<file path="config.mk">
export PLATFORM = sky130hd
export DESIGN_NAME = blk_mover
export DESIGN_NICKNAME = d
export VERILOG_FILES = /design/src/rtl/blk_mover_pkg.sv /design/src/rtl/blk_mover_setup.sv /design/src/rtl/blk_mover_resume.sv /design/src/rtl/blk_mover.sv
export SDC_FILE = /design/constraint.sdc
export NUM_CORES = 1
export LEC_CHECK = 0
export ABC_AREA = 1
export CAP_MARGIN = 5
export CORE_MARGIN = 2
export CORE_UTILIZATION = 54
export CTS_CLUSTER_DIAMETER = 40
export DETAILED_ROUTE_END_ITERATION = 10
export PLACE_DENSITY = 0.87
export SKIP_LAST_GASP = 1
export SLEW_MARGIN = 20
export SYNTH_ARGS = -nofsm -noshare
export SYNTH_HDL_FRONTEND = slang
export SYNTH_SLANG_ARGS = --single-unit
</file>
<file path="constraint.sdc">
create_clock -name clk -period 2.7 [get_ports clk]
set_input_delay 0.675 -clock clk [delete_from_list [all_inputs] [get_ports clk]]
set_output_delay 0.675 -clock clk [all_outputs]
set_load 0.005 [all_outputs]
</file>
<file path="src/rtl/blk_mover_pkg.sv">
package blk_mover_pkg;
    typedef enum logic [2:0] {
        S_IDLE, S_HEAD, S_PFD, S_STEP, S_RD, S_WR, S_BND, S_FIN
    } mv_state_e;
endpackage

</file>
<file path="src/rtl/blk_mover_setup.sv">
module blk_mover_setup #(
    parameter int W        = 16,
    parameter int MUNCH_LG = 4
) (
    input  logic [W-1:0]        arg_a,
    input  logic [W-1:0]        arg_dst_last,
    input  logic [W-1:0]        arg_ncount,
    output logic [W-1:0]        first_src,
    output logic [W-1:0]        first_dst,
    output logic [W-1:0]        total,
    output logic [MUNCH_LG:0]   head
);
    always_comb begin
        first_src = arg_a + W'(1);
        first_dst = arg_dst_last + arg_ncount + W'(1);
        total     = W'(0) - arg_ncount;
        head      = {1'b0, total[MUNCH_LG-1:0]};
    end
endmodule

</file>
<file path="src/rtl/blk_mover_resume.sv">
module blk_mover_resume #(
    parameter int W = 16
) (
    input  logic         fill,
    input  logic [W-1:0] val,
    input  logic [W-1:0] src_next,
    input  logic [W-1:0] left,
    output logic [W-1:0] stop_src,
    output logic [W-1:0] stop_ncount,
    output logic [W-1:0] end_src
);
    always_comb begin
        stop_src    = fill ? val : src_next - W'(1);
        stop_ncount = W'(0) - left;
        end_src     = fill ? val : src_next;
    end
endmodule

</file>
<file path="src/rtl/blk_mover.sv">
module blk_mover #(
    parameter int W        = 16,
    parameter int MUNCH_LG = 4,
    parameter int AHEAD    = 2
) (
    input  logic         clk,
    input  logic         rst_n,
    input  logic         start,
    input  logic         fill_mode,
    input  logic [W-1:0] arg_a,
    input  logic [W-1:0] arg_dst_last,
    input  logic [W-1:0] arg_ncount,
    input  logic         irq,
    output logic         busy,
    output logic         done,
    output logic         done_intr,
    output logic [W-1:0] res_a,
    output logic [W-1:0] res_dst_last,
    output logic [W-1:0] res_ncount,
    output logic         rd_valid,
    output logic [W-1:0] rd_addr,
    input  logic         rd_ready,
    input  logic [W-1:0] rd_data,
    output logic         wr_valid,
    output logic [W-1:0] wr_addr,
    output logic [W-1:0] wr_data,
    input  logic         wr_ready,
    output logic         pf_strobe,
    output logic [W-1:0] pf_addr
);
    import blk_mover_pkg::*;

    localparam int CW    = MUNCH_LG + 1;
    localparam int MUNCH = 1 << MUNCH_LG;
    localparam int PF_D  = AHEAD * MUNCH;

    typedef struct packed {
        mv_state_e    st;
        logic         fill;
        logic [W-1:0] src;
        logic [W-1:0] dst;
        logic [W-1:0] left;
        logic [CW-1:0] chunk;
        logic [W-1:0] dat;
        logic [W-1:0] val;
        logic [W-1:0] dstl;
        logic [W-1:0] res_src;
        logic [W-1:0] res_nc;
        logic         intr;
    } mv_regs_t;

    mv_regs_t q, d;

    logic [W-1:0]  first_src, first_dst, total;
    logic [CW-1:0] head;
    logic [W-1:0]  stop_src, stop_nc, end_src;

    blk_mover_setup #(.W(W), .MUNCH_LG(MUNCH_LG)) u_setup (
        .arg_a        (arg_a),
        .arg_dst_last (arg_dst_last),
        .arg_ncount   (arg_ncount),
        .first_src    (first_src),
        .first_dst    (first_dst),
        .total        (total),
        .head         (head)
    );

    blk_mover_resume #(.W(W)) u_resume (
        .fill        (q.fill),
        .val         (q.val),
        .src_next    (q.src),
        .left        (q.left),
        .stop_src    (stop_src),
        .stop_ncount (stop_nc),
        .end_src     (end_src)
    );

    always_comb begin
        d         = q;
        rd_valid  = 1'b0;
        wr_valid  = 1'b0;
        pf_strobe = 1'b0;
        pf_addr   = q.dst + W'(PF_D);
        rd_addr   = q.src;
        wr_addr   = q.dst;
        wr_data   = q.fill ? q.val : q.dat;
        unique case (q.st)
            S_IDLE: begin
                if (start) begin
                    d.fill    = fill_mode;
                    d.src     = first_src;
                    d.dst     = first_dst;
                    d.left    = total;
                    d.chunk   = head;
                    d.val     = arg_a;
                    d.dstl    = arg_dst_last;
                    d.res_src = arg_a;
                    d.res_nc  = '0;
                    d.intr    = 1'b0;
                    d.st      = (total == '0) ? S_FIN : S_HEAD;
                end
            end
            S_HEAD: begin
                if (q.left != W'(q.chunk)) begin
                    pf_strobe = 1'b1;
                    pf_addr   = q.fill ? q.dst + W'(PF_D) : q.src + W'(PF_D);
                    d.st      = q.fill ? S_STEP : S_PFD;
                end else begin
                    d.st = S_STEP;
                end
            end
            S_PFD: begin
                pf_strobe = 1'b1;
                d.st      = S_STEP;
            end
            S_STEP: begin
                if (q.chunk == '0)  d.st = S_BND;
                else if (q.fill)    d.st = S_WR;
                else                d.st = S_RD;
            end
            S_RD: begin
                rd_valid = 1'b1;
                if (rd_ready) begin
                    d.dat = rd_data;
                    d.src = q.src + W'(1);
                    d.st  = S_WR;
                end
            end
            S_WR: begin
                wr_valid = 1'b1;
                if (wr_ready) begin
                    d.dst   = q.dst + W'(1);
                    d.chunk = q.chunk - CW'(1);
                    d.left  = q.left - W'(1);
                    d.st    = S_STEP;
                end
            end
            S_BND: begin
                if (q.left == '0) begin
                    d.res_src = end_src;
                    d.res_nc  = '0;
                    d.st      = S_FIN;
                end else if (irq) begin
                    d.intr    = 1'b1;
                    d.res_src = stop_src;
                    d.res_nc  = stop_nc;
                    d.st      = S_FIN;
                end else begin
                    d.chunk = CW'(MUNCH);
                    d.st    = S_HEAD;
                end
            end
            S_FIN: begin
                d.st = S_IDLE;
            end
            default: d.st = S_IDLE;
        endcase
    end

    always_ff @(posedge clk) begin
        if (!rst_n) q <= '0;
        else        q <= d;
    end

    assign busy         = (q.st != S_IDLE);
    assign done         = (q.st == S_FIN);
    assign done_intr    = q.intr;
    assign res_a        = q.res_src;
    assign res_dst_last = q.dstl;
    assign res_ncount   = q.res_nc;
endmodule

</file>
Word level (Yosys, flattened, before mapping)
Cells that the tools add are included.

storage, ports and cells
  logic and storage cells = 89
  bits in latches = 0
  memories kept = 0
  input port bits = 71
  flip-flop bits (word level) = 138
  output and inout port bits = 118
  bits in read-only memories = 0
  bits in writable memories = 0

cells by class
  equal/unequal tests = 15
  bitwise gates (word level) = 0
  $lt $le $gt $ge = 0
  shift operators = 0
  muxes and demuxes = 33
  divide/modulo/power cells = 0
  $add $sub $neg = 12
  reduce and logical (&&, ||, !) cells = 17
  multiply operators = 0

operator list
  cell                     number
  $mux W16                 7
  $mux W33                 2
  $pmux W33 S2             1
  $add A16 B1 Y16 const B  4
  $pmux W32 S2             1
  $mux W57                 1
  $mux W37                 1
  $add A16 B6 Y16 const B  2
  $logic_not A16 Y1        2
  $mux W32                 1
  $pmux W16 S2             1
  $sub A1 B16 Y16 const A  2
  $sub A16 B1 Y16 const B  2
  $pmux W3 S8              1
  $add A16 B16 Y16         1
  $ne A16 B5 Y1            1
  $mux W3                  5
  $pmux W5 S3              1
  $eq A3 B3 Y1 const B     4
  $ne A2 B2 Y1 const B     6
  $reduce_and A3 Y1        4
  $mux W5                  2
  $mux W1                  7
  $eq A3 B2 Y1 const B     2
  other kinds (12)         16

Depth between registers and ports, before layout
  depth after elaboration = 5
  depth in mapped cells = 13
  mapped depth without buffers = 13

Modules after synthesis
Synthesis repeated with hierarchy kept, for this count alone.

second synthesis, totals
  cells, all modules = 1870
  area, all modules = 11270.8 sq um

modules (own cells, without submodules)
  module            cells each  seq. area each (sq um)  area each (sq um)  instances
  blk_mover         1345        2762.6                  8582.0             1
  blk_mover_setup   310         0.0                     1646.6             1
  blk_mover_resume  215         0.0                     1042.2             1

Least setup slack after synthesis
OpenSTA, ideal clock, no wires.

  path kind = in2reg
  start point = in arg_ncount[0]
  end point = reg q (netlist bit wr_addr[12])
  buffers on the path = 0
  stages on the path = 13
  data required time = 2630 ps
  library setup time = 70 ps
  data arrival time = 2058 ps
  slack = 573 ps
  cells stage by stage = inv_1 > ha_1 > inv_1 > fa_1 > nand3_1 > nand3_1 > nand3_1 > nand2_1 > nand2_1 > nand2_1 > nand2_1 > nand3_1 > a21oi_1

between the ends
  cells in the longest elaborated chain, start to end = 4

RTL lines
  item                  RTL line               RTL
  from (decl)           blk_mover.sv:12        input logic [W-1:0] arg_ncount,
  $add A16 B16 Y16      blk_mover_setup.sv:15  first_dst = arg_dst_last + arg_ncount + W'(1);
  $add A16 B1 Y16       blk_mover_setup.sv:15
  $mux W57              blk_mover.sv:89        if (start) begin
  $pmux W32 S2          blk_mover.sv:87        unique case (q.st)
  to (signal assigned)  blk_mover.sv:161       if (!rst_n) q <= '0;
  to (signal assigned)  blk_mover.sv:162       else q <= d;
  to (decl)             blk_mover.sv:52        mv_regs_t q, d;

No other way between the ends. The select of a mux whose other input is x is not followed.
A chain may end at the register's enable or synchronous reset.

Final worst setup path
  start point = reg q[85] (netlist name)
  end point = out pf_addr[13]

between the ends
  cells in the longest elaborated chain, start to end = 3

RTL lines
  item           RTL line          RTL
  $ne A16 B5 Y1  blk_mover.sv:104  if (q.left != W'(q.chunk)) begin
  $mux W16       blk_mover.sv:104
  $mux W16       blk_mover.sv:87
  to (decl)      blk_mover.sv:29   output logic [W-1:0] pf_addr

No other way between the ends.

==> out/summary.md <==
The total number of nets in the final design came out at 1872. Each instance of the synthesized netlist takes up on average 6.281 um^2. The commonest cells after synthesis are sky130_fd_sc_hd__nand2_1, sky130_fd_sc_hd__o21ai_0, sky130_fd_sc_hd__a21oi_1. The multi-input gate area in the final layout was 5928 um^2; the post-synthesis sequential area ratio was 0.2742. The cell count after synthesis came out at 1604. Summing all flip-flop and latch instances after layout gives 2779 um^2. The hold buffer count at CTS is 0, and the max-cap check violation count is 0. For the placeable core region, the log shows 18150 um^2. The path class of the tightest hold or removal check is reg2reg. Share of the clock period used by the worst path after layout: 1.032.

The static leakage was 5.642 nW; the number of placed cells counting well taps was 1967. The total number of placement rows was 49. Counting flops with a built-in enable in the synthesized netlist gives 0. The placed instances occupy a cell area of 12100 um^2. In this run the worst path has a maximum fanout of 4. In the final routed layout, each cell accounts on average for 18.06 um. The critical path is of the reg2out type. Total buffers and inverters traversed by the critical path: 4. For this block, the via count after detailed routing is 11980.

The peak ir drop on the vdd network was 0.6781 mV. Count of clock tree sinks: 138. The signal arrival time at the worst endpoint is 2.11 ns.

STA puts the critical path data required time at 2.03 ns. Ratio of routed vias to standard cells: 5.944. Entering global routing, the biggest net connects 63 pins. The first detailed-routing pass ran for 6 iterations. Maximum operating frequency: 0.3590 GHz.

The number of antenna diodes in the final layout is 0. The cell class contributing the biggest share of worst-path delay is simple AND/OR/NAND/NOR gates. The maximum root-to-sink buffer count came out at 2. STA classifies the critical path startpoint as a flop. Walking the worst path, the cells encountered are inv_2 -> nand2_1 -> nand3_2 -> nor2_4 -> nand3_4 -> nand2_8 -> nor2_4 -> clkinvlp_4 -> buf_6 -> o21ai_2 -> buf_2.

The finished cells cover 12990 um^2. Setup violations remaining at the end of the flow were counted as 9. Setup repair after global routing could not meet its margin everywhere. The transition at the pin with the smallest max-transition slack is 0.4819 ns.

The proportion of synthesized flip-flops having asynchronous set or reset came out at 0. The run gives 19770 um^2 as the total die area. The synthesized netlist net count is 1703, and the global-route usage over all layers is 0.3590. After synthesis, the cell types taking the most area are sky130_fd_sc_hd__dfxtp_1, sky130_fd_sc_hd__nand2_1, sky130_fd_sc_hd__o21ai_0.

In this run, the number of DRC markers left after iteration 0 of detailed routing was 1352. sky130_fd_sc_hd__nand2_1 is the most common cell in the netlist. For the number of library cell types mapped by synthesis, the log shows 43.

Pin placement for this block handled 189 I/O pins. The post-route worst setup slack was -0.08561 ns. The worst relative slew slack is 0.6787, and the portion of synthesized cell area occupied by the leading cell type is 0.2742. The top cell type by total area after synthesis is sky130_fd_sc_hd__dfxtp_1. The number of clock buffers added by TritonCTS is 17. The synthesized design contains 138 register bits. Global-route congestion overflow total: 0. Adding up every negative setup slack in the final design gives -0.3332 ns. The areal power density over the cells works out to 1008 nW/um^2. The relative area change from synthesis to final layout was 28.89%; the post-layout total power was 13.09 mW.

The insertion delay to the later sink of the worst-skew pair was 0.44 ns. The type of destination of the critical path is an output port. TritonCTS built the clock tree.

The ratio of cells with drive above 1 in the final layout is 0.1333, and the remaining antenna violation count after routing is 0. The layout has 1543 filler cells. The count of synthesis-stage warnings from yosys came out at 0. For the number of antenna violations at the first check in global routing, the log shows 0. The run gives 0 as the final max-slew violation count. For this run, the slowest stage of the critical path takes 0.35 ns. The final count of hold timing violations came out at 0. The highest-delay cell along the critical path is sky130_fd_sc_hd__dfxtp_1. The effective utilization at floorplan was 0.5552; the worst hold margin was 0.4487 ns. The synthesized netlist occupies a cell area of 10070 um^2. Detailed placement ended at an HPWL of 26.40 mm. The most common flop cell mapped by yosys is sky130_fd_sc_hd__dfxtp_1. The floorplan step set the die height to 140.6 um.

The logs give 11340 for the number of global-route vias before repair and 4 for the H-tree level count. The die is 140.6 um wide. The first global-routing pass estimated 57.28 mm of wire. The remaining routing DRC violations was 0. At the end of routability-driven placement, the weighted congestion stood at 1.014. CTS placed an instance of sky130_fd_sc_hd__clkbuf_16 at the clock tree root.

The run finished, with violations left. After clock tree synthesis, the clock-pin slew on the worst setup and hold paths is 0.07 ns. The checks that failed: negative setup slack.

Cell repeated most along the worst path: sky130_fd_sc_hd__nor2_4. For this block, the routed nets add up to 36.39 mm of wire. After layout, the minimum clock period comes to 2.786 ns. The clock tree skew after final layout is 0.01129 ns. Port buffering added 188 buffers.

The finished layout holds 2015 standard cells, fillers aside.
-- final timing paths --
path / cells after the start / endpoint / start / slack (ns)
max reg2reg: 13 / res_a[10]$_SDFFE_PN0P_ / q[86]$_SDFFE_PN0P_ / 0.29
max: 11 / pf_addr[13] / q[85]$_SDFFE_PN0P_ / -0.09
min: 2 / q[80]$_SDFFE_PN0P_ / q[80]$_SDFFE_PN0P_ / 0.45
min reg2reg: 2 / q[80]$_SDFFE_PN0P_ / q[80]$_SDFFE_PN0P_ / 0.45
-- final cells by class --
| cell class | count | area share |
|---|---|---|
| Multi-Input combinational cell | 1147 | 0.4565 |
| Clock inverter | 15 | 0.01484 |
| Inverter | 172 | 0.05030 |
| Sequential cell | 138 | 0.2140 |
| Timing Repair inverter | 1 | 0.0005781 |
| Timing Repair Buffer | 296 | 0.2089 |
| Clock buffer | 17 | 0.03276 |
| Tap cell | 229 | 0.02207 |
-- layer usage --
| metal | wire length (um) | track usage |
|---|---|---|
| met5 | 0 | 0 |
| met4 | 2843 | 0.2547 |
| met3 | 3475 | 0.06895 |
| met2 | 16200 | 0.5774 |
| met1 | 13870 | 0.4327 |
-- where the power goes --
group | internal, mW | leakage (nW) | switching, mW
Clock | 1.42 | 0.302 | 1.09
Sequential | 2.63 | 1.14 | 0.492
Combinational | 3.03 | 4.20 | 4.43
-- tightest hold or removal path: cells and delay by family (launching register included) --
family | cells | cell delay (ns)
AOI/OAI and AO/OA | 1 | 0.05
buffers and inverters | 1 | 0.05
DFF | 1 | 0.30
-- flip-flops by register name, summed over array words and instances (netlist names) --
register and flops:
rd_addr 16, res_ncount 16, res_dst_last 16, done_intr 1
wr_addr 16, res_a 16, q 57
-- cell families after synthesis --
family / share of synthesized area
AOI/OAI and AO/OA: 0.2198
xor gates and xnor gates: 0.02782
adders and majority gates: 0.03552
buffers and inverters: 0.1541
DFF: 0.2742
and+or+nand+nor: 0.2885
-- cell usage in the layout (no fill, tap or decap), drive strengths merged, types with 26 or more instances in the layout --
master / synthesis / layout
ha: 27 / 27
dfxtp: 138 / 138
xor2: 26 / 26
a21oi: 164 / 164
buf: 107 / 124
nand3: 141 / 141
clkdlybuf4s50: 0 / 170
inv: 172 / 182
o21ai: 173 / 173
nand2: 349 / 349
nor2: 142 / 144
-- timing repair --
action / in CTS / in global routing
resized for setup: 99 / 42
pin swaps: 14 / 12
gates cloned: 3 / 0
setup endpoints to repair: 31 / 17
setup buffers: 11 / 5
-- through the flow --
| step | setup WS (ns) | utilization |
|---|---|---|
| detailed placement | -0.05081 | 0.6667 |
| global route | -0.1321 | 0.7155 |
| global placement | 0.01861 | 0.6667 |
| CTS | -0.06209 | 0.7065 |
| floorplan | 0.5726 | - |
| finish | -0.08561 | 0.7155 |
Power figures use the tool's default switching activity.
